`config.mk`:
```
export PLATFORM = sky130hd
export DESIGN_NAME = mask_first_set
export DESIGN_NICKNAME = d
export VERILOG_FILES = /design/src/rtl/mfs_pkg.sv /design/src/rtl/mfs_extract.sv /design/src/rtl/mfs_scan.sv /design/src/rtl/mfs_merge.sv /design/src/rtl/mask_first_set.sv
export SDC_FILE = /design/constraint.sdc
export NUM_CORES = 1
export LEC_CHECK = 0
export ABC_CLOCK_PERIOD_IN_PS = 3100
export BUFFER_PORTS_ARGS = -buffer_cell sky130_fd_sc_hd__buf_4
export CAP_MARGIN = 10
export CORE_ASPECT_RATIO = 0.6
export CORE_MARGIN = 2
export CORE_UTILIZATION = 46
export CTS_CLUSTER_DIAMETER = 50
export CTS_CLUSTER_SIZE = 24
export DETAILED_ROUTE_END_ITERATION = 8
export PLACE_DENSITY = 0.76
export SYNTH_ARGS = -nofsm -noshare
export SYNTH_HDL_FRONTEND = slang
export SYNTH_HIERARCHICAL = 1
export SYNTH_SLANG_ARGS = --single-unit
```
`constraint.sdc`:
```
create_clock -name clk -period 3.1 [get_ports clk]
set_input_delay 0.31 -clock clk [delete_from_list [all_inputs] [get_ports clk]]
set_output_delay 0.31 -clock clk [all_outputs]
set_load 0.01 [all_outputs]
```
`src/rtl/mfs_pkg.sv`:
```
package mfs_pkg;

  typedef enum logic [4:0] {
    MFS_BEFORE = 5'd1,
    MFS_ONLY   = 5'd2,
    MFS_INCL   = 5'd3
  } mfs_op_e;

  function automatic logic mfs_code_known(input logic [4:0] code);
    return (code == MFS_BEFORE) || (code == MFS_ONLY) || (code == MFS_INCL);
  endfunction

endpackage

```
`src/rtl/mfs_extract.sv`:
```
module mfs_extract #(
  parameter int VLMAX = 16,
  parameter int MLEN  = 2,
  localparam int MASK_W = VLMAX * MLEN
) (
  input  logic [MASK_W-1:0] src_mask_i,
  input  logic [MASK_W-1:0] en_mask_i,
  input  logic              vm_i,
  output logic [VLMAX-1:0]  src_bits_o,
  output logic [VLMAX-1:0]  act_bits_o
);

  logic unused_slot_bits;
  assign unused_slot_bits = ^{src_mask_i, en_mask_i};

  for (genvar e = 0; e < VLMAX; e++) begin : g_elem
    assign src_bits_o[e] = src_mask_i[MLEN*e];
    assign act_bits_o[e] = vm_i | en_mask_i[MLEN*e];
  end

endmodule

```
`src/rtl/mfs_scan.sv`:
```
module mfs_scan #(
  parameter int VLMAX = 16
) (
  input  logic [VLMAX-1:0] src_bits_i,
  input  logic [VLMAX-1:0] act_bits_i,
  output logic [VLMAX-1:0] before_o,
  output logic [VLMAX-1:0] incl_o,
  output logic [VLMAX-1:0] only_o
);

  logic [VLMAX:0]   clear_upto;
  logic [VLMAX-1:0] hit;

  assign clear_upto[0] = 1'b1;

  for (genvar e = 0; e < VLMAX; e++) begin : g_chain
    assign hit[e]          = src_bits_i[e] & act_bits_i[e];
    assign clear_upto[e+1] = clear_upto[e] & ~hit[e];
    assign before_o[e]     = clear_upto[e+1];
    assign incl_o[e]       = clear_upto[e];
    assign only_o[e]       = clear_upto[e] & hit[e];
  end

  always_comb begin
    a_r4_single_first: assert ($onehot0(only_o));
  end

endmodule

```
`src/rtl/mfs_merge.sv`:
```
module mfs_merge #(
  parameter int VLMAX = 16,
  parameter int MLEN  = 2,
  localparam int MASK_W = VLMAX * MLEN
) (
  input  logic [MASK_W-1:0] old_dst_i,
  input  logic [VLMAX-1:0]  new_bits_i,
  input  logic [VLMAX-1:0]  act_bits_i,
  output logic [MASK_W-1:0] merged_o
);

  for (genvar e = 0; e < VLMAX; e++) begin : g_slot
    assign merged_o[MLEN*e] = act_bits_i[e] ? new_bits_i[e] : old_dst_i[MLEN*e];
    if (MLEN > 1) begin : g_upper
      assign merged_o[MLEN*e+MLEN-1 : MLEN*e+1] = old_dst_i[MLEN*e+MLEN-1 : MLEN*e+1];
    end
  end

endmodule

```
`src/rtl/mask_first_set.sv`:
```
module mask_first_set
  import mfs_pkg::*;
#(
  parameter int VLMAX    = 16,
  parameter int MLEN     = 2,
  parameter int VSTART_W = 7
) (
  input  logic                    clk,
  input  logic                    rst_n,
  input  logic                    start_i,
  input  logic [4:0]              op_sel_i,
  input  logic                    vm_i,
  input  logic [VSTART_W-1:0]     vstart_i,
  input  logic [VLMAX*MLEN-1:0]   src_mask_i,
  input  logic [VLMAX*MLEN-1:0]   en_mask_i,
  input  logic [VLMAX*MLEN-1:0]   old_dst_i,
  output logic [VLMAX*MLEN-1:0]   result_o,
  output logic                    done_o,
  output logic                    illegal_o
);

  localparam int MASK_W = VLMAX * MLEN;

  function automatic logic [MASK_W-1:0] lsb_pattern();
    logic [MASK_W-1:0] p;
    p = '0;
    for (int e = 0; e < VLMAX; e++) p[MLEN*e] = 1'b1;
    return p;
  endfunction

  localparam logic [MASK_W-1:0] LSB_MASK = lsb_pattern();

  logic [VLMAX-1:0]  src_bits, act_bits;
  logic [VLMAX-1:0]  pat_before, pat_incl, pat_only, pat_sel;
  logic [MASK_W-1:0] merged, next_dst;
  logic              op_ok, start_ok, req_legal;

  mfs_extract #(.VLMAX(VLMAX), .MLEN(MLEN)) u_extract (
    .src_mask_i (src_mask_i),
    .en_mask_i  (en_mask_i),
    .vm_i       (vm_i),
    .src_bits_o (src_bits),
    .act_bits_o (act_bits)
  );

  mfs_scan #(.VLMAX(VLMAX)) u_scan (
    .src_bits_i (src_bits),
    .act_bits_i (act_bits),
    .before_o   (pat_before),
    .incl_o     (pat_incl),
    .only_o     (pat_only)
  );

  always_comb begin
    case (op_sel_i)
      MFS_BEFORE: pat_sel = pat_before;
      MFS_ONLY:   pat_sel = pat_only;
      MFS_INCL:   pat_sel = pat_incl;
      default:    pat_sel = '0;
    endcase
  end

  mfs_merge #(.VLMAX(VLMAX), .MLEN(MLEN)) u_merge (
    .old_dst_i  (old_dst_i),
    .new_bits_i (pat_sel),
    .act_bits_i (act_bits),
    .merged_o   (merged)
  );

  assign op_ok     = mfs_code_known(op_sel_i);
  assign start_ok  = (vstart_i == '0);
  assign req_legal = op_ok & start_ok;
  assign next_dst  = req_legal ? merged : old_dst_i;

  always_ff @(posedge clk) begin
    if (!rst_n) begin
      result_o  <= '0;
      done_o    <= 1'b0;
      illegal_o <= 1'b0;
    end else begin
      done_o <= start_i;
      if (start_i) begin
        result_o  <= next_dst;
        illegal_o <= ~req_legal;
      end
    end
  end

  a_r10_done_follows_start: assert property (@(posedge clk) disable iff (!rst_n)
    done_o == $past(start_i));

  a_r8_reject_keeps_old: assert property (@(posedge clk) disable iff (!rst_n)
    (done_o && illegal_o) |-> (result_o == $past(old_dst_i)));

  a_r6_slot_bits_kept: assert property (@(posedge clk) disable iff (!rst_n)
    done_o |-> ((result_o & ~LSB_MASK) == ($past(old_dst_i) & ~LSB_MASK)));

  for (genvar e = 0; e < VLMAX; e++) begin : g_chk
    a_r5_inactive_kept: assert property (@(posedge clk) disable iff (!rst_n)
      (done_o && !$past(act_bits[e])) |-> (result_o[MLEN*e] == $past(old_dst_i[MLEN*e])));
  end

endmodule

```
==> impl_metrics.json, run 1 <==
{
  "clock_skew_ps": 0,
  "slew_violations": 0,
  "cts_buffer_depth": 2,
  "fp.dieArea_mm2": 0.008976,
  "holdPathStages": 3,
  "syn_inst": 452,
  "rrSetupSlack_ps": 2390,
  "tightest_slew_ps": 983.0,
  "hp-start": "old_dst_i[15]",
  "max_slew_margin": 0.3447,
  "clk_pin_slew_ps": 60,
  "worst_path_max_delay_cell": "a222oi_1",
  "ir_worst_vdd_uv": 251.5,
  "synth_cell_type_count": 37,
  "hold_violations": 0,
  "layout_setup_ws_ps": 356.4,
  "reg2regPathDepth": 2,
  "stdcell_count": 588,
  "mostFrequentLayoutCell": "buf_4",
  "dieWidth_um": 121.0,
  "multiInputGateArea_mm2": 0.002469,
  "ys_ff_latch": 34,
  "fmax_mhz": 364.5,
  "cp_max_fo": 16,
  "top_layer": "met4",
  "cts_root_buf": "clkbuf_16",
  "yosys_warnings": 6,
  "rsz0062_at_grt": "no",
  "n_antenna_cell": 0,
  "met3RoutedLength_um": 1025,
  "crit_path_start_kind": "input pin",
  "areaGrowthSynthToFinish_pct": 17.42,
  "status": "finished, final reports clean",
  "seq_area_um2": 680.7,
  "cp-end-kind": "flop",
  "max_stage_delay_ps": 320,
  "wirelength_met1_um": 5289,
  "vias": 3762,
  "fillers": 746,
  "min_period_ps": 2744,
  "synth-async-reset-ratio": 0,
  "fin_nets": 591,
  "synth_edf_count": 0,
  "die_h_um": 74.19,
  "dp_slack_ps": 119.5,
  "fin_setup_tns_ps": 0,
  "r2r_end": "result_o[14]$_SDFFE_PN0P_",
  "hold_path_end": "result_o[15]$_SDFFE_PN0P_",
  "layout_common_cells": "125 x buf_4, 34 x nand4_1, 34 x dfxtp_1",
  "grt_max_degree": 68,
  "drc": 0,
  "grt-ovfl-total": 0,
  "crit_chain": "buf_4 -> or2_1 -> a222oi_1 -> buf_4 -> nand4_2 -> buf_4 -> nor4_1 -> mux2_2 -> a22oi_1 -> nor2_1 -> mux2_4 -> nor4b_1 -> nand4_1 -> a31oi_1",
  "critical-path-top-delay-family": "simple AND/OR/NAND/NOR gates",
  "port_buffers": 113,
  "critPathArrivalTime_ps": 2950,
  "cts_resized": 0,
  "ys_seq_area_frac": 0.1802,
  "grt_usage": 0.2516,
  "drt-wirelength-per-cell_um": 19.35,
  "synth_nets": 564,
  "hold_class": "in -> reg",
  "grt_pass1_wl_um": 18030,
  "critPathBufInv": 3,
  "cts_buffers": 5,
  "leakage_nw": 1.683,
  "path_common_cell": "buf_4",
  "syn_avg_cell_area_um2": 8.357,
  "core_mm2": 0.007914,
  "setup_viol": 0,
  "cts_tree": "yes",
  "drive_above_1_share": 0.4375,
  "htree_num_levels": 2,
  "avgViaCountPerCell": 6.398,
  "fin_crit_sh": 0.8850,
  "postCtsSetupBuffers": 0,
  "placed_cells": 580,
  "power_density_mw_per_mm2": 359.3,
  "r2r_start": "result_o[14]$_SDFFE_PN0P_",
  "antenna_found_initial": 0,
  "start_util": 0.4773,
  "drt_iter0_markers": 377,
  "postCtsHoldBufs": 0,
  "crit_required_ps": 3310,
  "antenna_left": 0,
  "dr.pass1.iters": 5,
  "synthFlopType": "dfxtp_1",
  "cts.sinks": 34,
  "clock_latency_ps": 280,
  "worstSetupPathType": "in -> reg",
  "max-cap-violations": 0,
  "pin_count": 146,
  "place_hpwl_um": 7448,
  "syn_area_mm2": 0.003777,
  "rows": 25,
  "first_global_vias": 3488,
  "routed_wl_um": 11380,
  "wl_met2_um": 5002,
  "globalplace.congestion": 0.9112
}
## registers in the layout, summed over array words and instances, names as in the netlist
name / flops
illegal_o: 1
done_o: 1
result_o: 32
## worst min-delay path, delay by kind of cell
family | cells | cell delay [ps]
buf+inv | 1 | 110
compound gates | 2 | 110
## synthesized netlist by cell type, types with 2 or more instances
master / n / area (µm²)
a211oi_1: 2 / 15.01
a21oi_1: 3 / 15.01
a222oi_1: 2 / 20.02
a22oi_1: 19 / 142.6
a31oi_1: 32 / 200.2
and3_1: 2 / 12.51
buf_2: 16 / 80.08
buf_4: 48 / 360.4
buf_6: 5 / 56.30
clkbuf_1: 35 / 131.4
dfxtp_1: 34 / 680.7
inv_1: 5 / 18.77
mux2_2: 16 / 180.2
mux2_4: 16 / 240.2
nand2_1: 15 / 56.30
nand3_1: 5 / 25.02
nand4_1: 34 / 212.7
nor2_1: 25 / 93.84
nor3_1: 3 / 15.01
nor3_2: 5 / 50.05
nor3b_1: 2 / 15.01
nor3b_2: 2 / 25.02
nor4_1: 3 / 18.77
nor4b_1: 32 / 280.3
o21ai_0: 32 / 160.2
o41ai_1: 3 / 26.28
o41ai_2: 29 / 471.7
or2_1: 17 / 106.4
or3_1: 2 / 12.51
## cell type report
type | instances | share of cell area
Inverter | 5 | 0.004231
Sequential cell | 34 | 0.1535
Clock buffer | 5 | 0.02821
Timing Repair Buffer | 125 | 0.2116
Tap cell | 108 | 0.03047
Clock inverter | 3 | 0.01551
Multi-Input combinational cell | 308 | 0.5566
## layer usage
metal | track usage | vias up
met1 | 0.3643 | 1838
met3 | 0.05828 | 8
met4 | 0.03618 | 0
met5 | 0 | -
li1 | - | 1751
met2 | 0.3901 | 165
## cells by family (layout without fill, tap and decap cells)
family / after synthesis / count (layout) / share of synthesized area
other: 1 / 1 / 0.0009928
and+or+nand+nor: 153 / 153 / 0.2570
buffers and inverters: 110 / 138 / 0.1722
DFF: 34 / 34 / 0.1802
AOI/OAI and AO/OA: 122 / 122 / 0.2782
muxes: 32 / 32 / 0.1113
## report_power, final
part           leakage [nW]  switching (mW)  internal [mW]
combinational          1.31           0.231          0.198
clock                0.0940           0.218          0.463
sequential            0.283          0.0163          0.468
total                  1.68           0.466           1.13
## through the flow
step	area [µm²]	hold WS (ps)	utilization	power [mW]
after global placement	4242	480.0	0.5360	0.9078
after floorplan	3777	448.3	-	0.7666
final	4436	288.7	0.5605	1.594
after global routing	4436	290.2	0.5605	1.654
after detailed placement	4242	484.3	0.5360	0.9146
after CTS	4436	285.9	0.5605	1.593
## worst max path at each step
| stage | from | endpoint | cells past startpoint | slack [ps] |
|---|---|---|---|---|
| 2_1_floorplan | vm_i | result_o[24]$_SDFFE_PN0P_ | 14 | 140 |
| 3_3_place_gp | vm_i | result_o[28]$_SDFFE_PN0P_ | 14 | 140 |
| 3_5_place_dp | vm_i | result_o[28]$_SDFFE_PN0P_ | 14 | 120 |
| 4_1_cts | vm_i | result_o[28]$_SDFFE_PN0P_ | 14 | 400 |
| 5_1_grt | vm_i | result_o[28]$_SDFFE_PN0P_ | 14 | 140 |
| 6_report | vm_i | result_o[28]$_SDFFE_PN0P_ | 14 | 360 |
Note: power is estimated with default switching activity, not from simulation.
==> run 2: changes to the inputs <==
Settings changed: ABC_CLOCK_PERIOD_IN_PS 3100 to 3400, CORE_UTILIZATION 46 to 54, PLACE_DENSITY 0.76 to 0.84.
Clock period 3.1 ns to 3.4 ns, I/O delays scaled along.
==> impl_metrics.json, run 2 (synthesis gave the netlist of run 1 again) <==
{
  "regMostFlops": "result_o",
  "cts_root_buf": "clkbuf_16",
  "fillers": 568,
  "max_slew_margin": 0.3296,
  "grt_max_degree": 68,
  "cp-end-kind": "flop",
  "postCtsSetupBuffers": 0,
  "hold_class": "in -> reg",
  "antenna_left": 0,
  "crit_required_ps": 3610,
  "power_density_mw_per_mm2": 309.0,
  "fmax_mhz": 342.4,
  "vias": 3792,
  "routed_wl_um": 11110,
  "cts_buffer_depth": 2,
  "cts_buffers": 5,
  "ir_worst_vdd_uv": 207.2,
  "layout_common_cells": "123 x buf_4, 34 x nand4_1, 34 x dfxtp_1",
  "grt-ovfl-total": 0,
  "antenna_found_initial": 0,
  "dieWidth_um": 112.0,
  "reg_top3": "result_o x32, done_o x1, illegal_o x1",
  "status": "finished, final reports clean",
  "min_period_ps": 2921,
  "cts.sinks": 34,
  "max-cap-violations": 0,
  "mostFrequentLayoutCell": "buf_4",
  "globalplace.congestion": 0.9251,
  "fp.dieArea_mm2": 0.007702,
  "areaGrowthSynthToFinish_pct": 15.50,
  "drt_iter0_markers": 552,
  "clock_latency_ps": 280,
  "final_area_mm2": 0.004363,
  "crit_path_start_kind": "input pin",
  "layout_setup_ws_ps": 479.1,
  "hold_violations": 0,
  "die_h_um": 68.79,
  "pin_count": 146,
  "port_buffers": 113,
  "avgViaCountPerCell": 6.712,
  "postCtsHoldBufs": 0,
  "setup_viol": 0,
  "leakage_nw": 1.657,
  "clock_skew_ps": 0,
  "largest_register_ffs": 32,
  "worstSetupPathType": "in -> reg",
  "slew_violations": 0,
  "htree_num_levels": 2,
  "drc": 0,
  "cp_max_fo": 16,
  "first_global_vias": 3393,
  "start_util": 0.5609,
  "cts_tree": "yes",
  "fin_setup_tns_ps": 0,
  "grt_usage": 0.2786,
  "core_mm2": 0.006734,
  "clk_pin_slew_ps": 50,
  "rows": 23,
  "n_antenna_cell": 0,
  "placed_cell_area_mm2": 0.004200,
  "fin_nets": 589,
  "rsz0062_at_grt": "no",
  "grt_pass1_wl_um": 17480,
  "tightest_slew_ps": 1006,
  "fin_crit_sh": 0.8591,
  "critPathArrivalTime_ps": 3130,
  "place_hpwl_um": 7286,
  "cts_resized": 0,
  "dr.pass1.iters": 7,
  "drt-wirelength-per-cell_um": 19.67,
  "dp_slack_ps": 281.8,
  "drive_above_1_share": 0.4310
}
run 2: cell count changes in the layout (fill, tap and decap cells not counted), sizes merged:
cell    previous run  this run
bufinv             2         1
buf              125       123
clkinv             1         0
clkbuf             5         7
run 2: power breakdown:
part	switching [mW]	internal, mW	total [mW]
combinational	0.211	0.179	0.390
sequential	0.0143	0.427	0.441
clock	0.171	0.346	0.517
total	0.396	0.952	1.35
run 2: final cells by class:
| type | instances | area (µm²) | area share |
|---|---|---|---|
| repair buffers | 123 | 923.4 | 0.2116 |
| flip-flops and latches | 34 | 680.7 | 0.1560 |
| inverters | 5 | 18.77 | 0.004302 |
| multi-input cells | 308 | 2469 | 0.5658 |
| well taps | 87 | 108.9 | 0.02495 |
| clock buffers | 7 | 132.6 | 0.03040 |
| clock inverters | 1 | 30.03 | 0.006883 |
run 2: critical path, stage by stage:
cell and delay [ps]:
buf_4 160, or2_1 300, a222oi_1 460, nand4_2 360, buf_4 280, nor2_1 140
mux2_2 170, a22oi_1 70, nor2_1 120, mux2_4 170, nor4b_1 240, nand4_1 140
a31oi_1 180
run 2: path summary, 6_finish.rpt:
check | start | end | slack [ps] | depth (start not counted)
worst min register to register | illegal_o$_SDFFE_PN0P_ | illegal_o$_SDFFE_PN0P_ | 490 | 2
worst max-delay path | vm_i | result_o[30]$_SDFFE_PN0P_ | 480 | 13
worst min-delay path | old_dst_i[1] | result_o[1]$_SDFFE_PN0P_ | 330 | 3
worst max register to register | result_o[6]$_SDFFE_PN0P_ | result_o[6]$_SDFFE_PN0P_ | 2670 | 2
run 2: stage by stage:
step / utilization / std cells / hold WS (ps) / power (mW)
6_report: 0.6479 / 565 / 326.1 / 1.348
5_1_grt: 0.6479 / 565 / 332.5 / 1.399
4_1_cts: 0.6479 / 565 / 322.5 / 1.347
3_5_place_dp: 0.6237 / 557 / 486.7 / 0.8321
3_3_place_gp: 0.6237 / 557 / 475.8 / 0.8223
2_1_floorplan: - / 452 / 478.3 / 0.6990
run 2: metal layers:
metal / vias up / share of wire / global-route usage
met5: - / 0 / 0
met4: 0 / 0.0067 / 0.04116
met3: 9 / 0.11 / 0.06119
met2: 231 / 0.45 / 0.4409
met1: 1810 / 0.44 / 0.4005
li1: 1742 / - / -
==> run 3: changes to the inputs <==
Settings changed: ABC_AREA from default to 1, CELL_PAD_IN_SITES_DETAIL_PLACEMENT from default to 1, CELL_PAD_IN_SITES_GLOBAL_PLACEMENT from default to 2, CORE_UTILIZATION 54 to 25.
==> impl_metrics.json, run 3 <==
{
  "avgViaCountPerCell": 4.406,
  "fin_nets": 742,
  "n_antenna_cell": 0,
  "cts_buffers": 5,
  "yosys.area.top_type_share": 0.2052,
  "first_global_vias": 3684,
  "clk_pin_slew_ps": 60,
  "max_slew_margin": 0.3383,
  "yosys_warnings": 6,
  "fp.dieArea_mm2": 0.01424,
  "max-cap-violations": 0,
  "postCtsHoldBufs": 0,
  "core_mm2": 0.01289,
  "drt_iter0_markers": 105,
  "reg_top3": "result_o x32, done_o x1, illegal_o x1",
  "htree_num_levels": 2,
  "syn_area_mm2": 0.003317,
  "final_area_mm2": 0.004063,
  "hold_violations": 0,
  "p_clk_frac": 0.383,
  "tightest_slew_ps": 990.2,
  "crit_required_ps": 3620,
  "critical-path-top-delay-family": "simple AND/OR/NAND/NOR gates",
  "antenna_left": 0,
  "worstSetupPathType": "in -> reg",
  "slew_violations": 0,
  "grt-ovfl-total": 0,
  "dieWidth_um": 152.7,
  "yosysTopAreaCell": "dfxtp_1",
  "cts_buffer_depth": 2,
  "synth_area_leaders": "dfxtp_1 21%, nand2_1 17%, nor2_1 13%",
  "power_density_mw_per_mm2": 301.1,
  "fin_crit_sh": 0.7106,
  "min_period_ps": 2416,
  "antenna_found_initial": 0,
  "clock_skew_ps": 0,
  "net-switching-power_mw": 0.3665,
  "place_hpwl_um": 8329,
  "dr.pass1.iters": 4,
  "power_mw": 1.223,
  "cp-end-kind": "flop",
  "seqPwrFrac": 0.360,
  "syn_avg_cell_area_um2": 5.709,
  "rows": 32,
  "synth_cell_type_count": 28,
  "leakage_nw": 2.285,
  "fillers": 1721,
  "critPathArrivalTime_ps": 2630,
  "seq_area_um2": 680.7,
  "syn_inst": 581,
  "grt_usage": 0.1616,
  "clock_latency_ps": 280,
  "multiInputGateArea_mm2": 0.001815,
  "ys_ff_latch": 34,
  "drc": 0,
  "ir_worst_vdd_uv": 153.1,
  "yosysMostFrequentCell": "nand2_1",
  "switching_share": 0.2996,
  "drive_above_1_share": 0.2409,
  "vias": 3529,
  "max_stage_delay_ps": 170,
  "crit_path_start_kind": "input pin",
  "drt-wirelength-per-cell_um": 14.09,
  "synth-async-reset-ratio": 0,
  "start_util": 0.2573,
  "synth_edf_count": 0,
  "path_common_cell": "nand2_1",
  "die_h_um": 93.22,
  "critPathBufInv": 3,
  "synth_common_cells": "152 x nand2_1, 113 x nor2_1, 85 x inv_1, 48 x buf_4, 39 x nand3_1",
  "layout_common_cells": "152 x nand2_1, 114 x buf_4, 112 x nor2_1, 85 x inv_1, 39 x nand3_1",
  "largest_register_ffs": 32,
  "internal_power_mw": 0.8569,
  "fin_util": 0.3151,
  "cts.sinks": 34,
  "setup_viol": 0,
  "regMostFlops": "result_o",
  "hold_class": "in -> reg",
  "placed_cell_area_mm2": 0.003915,
  "globalplace.congestion": 0.7832,
  "routed_wl_um": 11290,
  "grt_pass1_wl_um": 18530,
  "cp_max_fo": 7,
  "status": "finished, final reports clean",
  "worst_hold_slack_ps": 399.7,
  "synth_nets": 693,
  "worst_path_max_delay_cell": "inv_2",
  "postCtsSetupBuffers": 0,
  "mostFrequentLayoutCell": "nand2_1",
  "fin_setup_tns_ps": 0,
  "cts_resized": 0,
  "areaGrowthSynthToFinish_pct": 22.48,
  "synthFlopType": "dfxtp_1",
  "port_buffers": 113,
  "combPwrFrac": 0.256,
  "fmax_mhz": 413.9,
  "pin_count": 146,
  "cts_tree": "yes",
  "cts_root_buf": "clkbuf_16",
  "grt_max_degree": 68,
  "crit_chain": "buf_4 -> inv_2 -> nand2_1 -> nand2_2 -> nand3_4 -> nor2_4 -> nand4_4 -> nor2_4 -> nand4_4 -> nor2_4 -> nand4_2 -> inv_1 -> nand4_1 -> nand3_1 -> nand2_1 -> nand2_1 -> nand3_1 -> nand2_1 -> nor2_1 -> nor2_1",
  "ys_seq_area_frac": 0.2052,
  "rsz0062_at_grt": "no"
}
==> run 3: changes by cell type after synthesis, sizes merged, moves of 17 or more <==
cell    change
nand2     +140
nor2       +96
a22oi      -19
nand3      +47
inv        +82
nor4b      -32
o41ai      -32
mux2       -32
or2        -17
clkbuf     -24
a31oi      -32
==> run 3: per-layer routing <==
layer	track usage	up-vias	part of all wire
met5	0	-	0
met4	0.01389	0	0
met3	0.05190	0	0.071
met2	0.2616	86	0.43
met1	0.2191	1627	0.50
li1	-	1816	-
==> run 3: worst register-to-register path: stages (launching register included) <==
cell and delay [ps]:
dfxtp_1 310, o21ai_0 150, a21o_1 100, inv_1 30
==> run 3: logic make-up (layout without fill, tap and decap cells) <==
logic type / count (synthesis) / after routing / share of synthesized area
buffers and inverters: 161 / 211 / 0.2497
and+or+nand+nor: 350 / 350 / 0.4896
AOI/OAI and AO/OA: 35 / 35 / 0.05432
other: 1 / 1 / 0.001131
DFF: 34 / 34 / 0.2052
==> run 3: path summary, 6_finish.rpt <==
path                             start  cells past startpoint                         to  slack (ps)
max                               vm_i                     20  result_o[28]$_SDFFE_PN0P_         980
min                      old_dst_i[11]                      5  result_o[11]$_SDFFE_PN0P_         400
max reg2reg     illegal_o$_SDFFE_PN0P_                      3     illegal_o$_SDFFE_PN0P_        2700
min reg2reg  result_o[11]$_SDFFE_PN0P_                      2  result_o[11]$_SDFFE_PN0P_         520
==> run 3: power groups by stage <==
stage	clock (mW)	sequential, mW	combinational (mW)
final	0.469	0.441	0.313
after global routing	0.505	0.444	0.352
after CTS	0.487	0.441	0.318
after detailed placement	0	0.449	0.317
after global placement	0	0.448	0.307
after floorplan	0	0.460	0.178
==> run 3: cell type report <==
class                      instances  share of cell area
tap                              170             0.05236
inverter                          88             0.08131
timing repair buffer             115              0.2156
clock buffer                       7             0.03511
clock inverter                     1            0.001232
multi-input combinational        386              0.4469
sequential                        34              0.1675
==> run 3: stage by stage <==
step | instances | worst slack [ps]
2_1_floorplan | 581 | 1175
3_3_place_gp | 793 | 776.7
3_5_place_dp | 793 | 698.4
4_1_cts | 801 | 977.3
5_1_grt | 801 | 714.9
6_report | 801 | 984.0
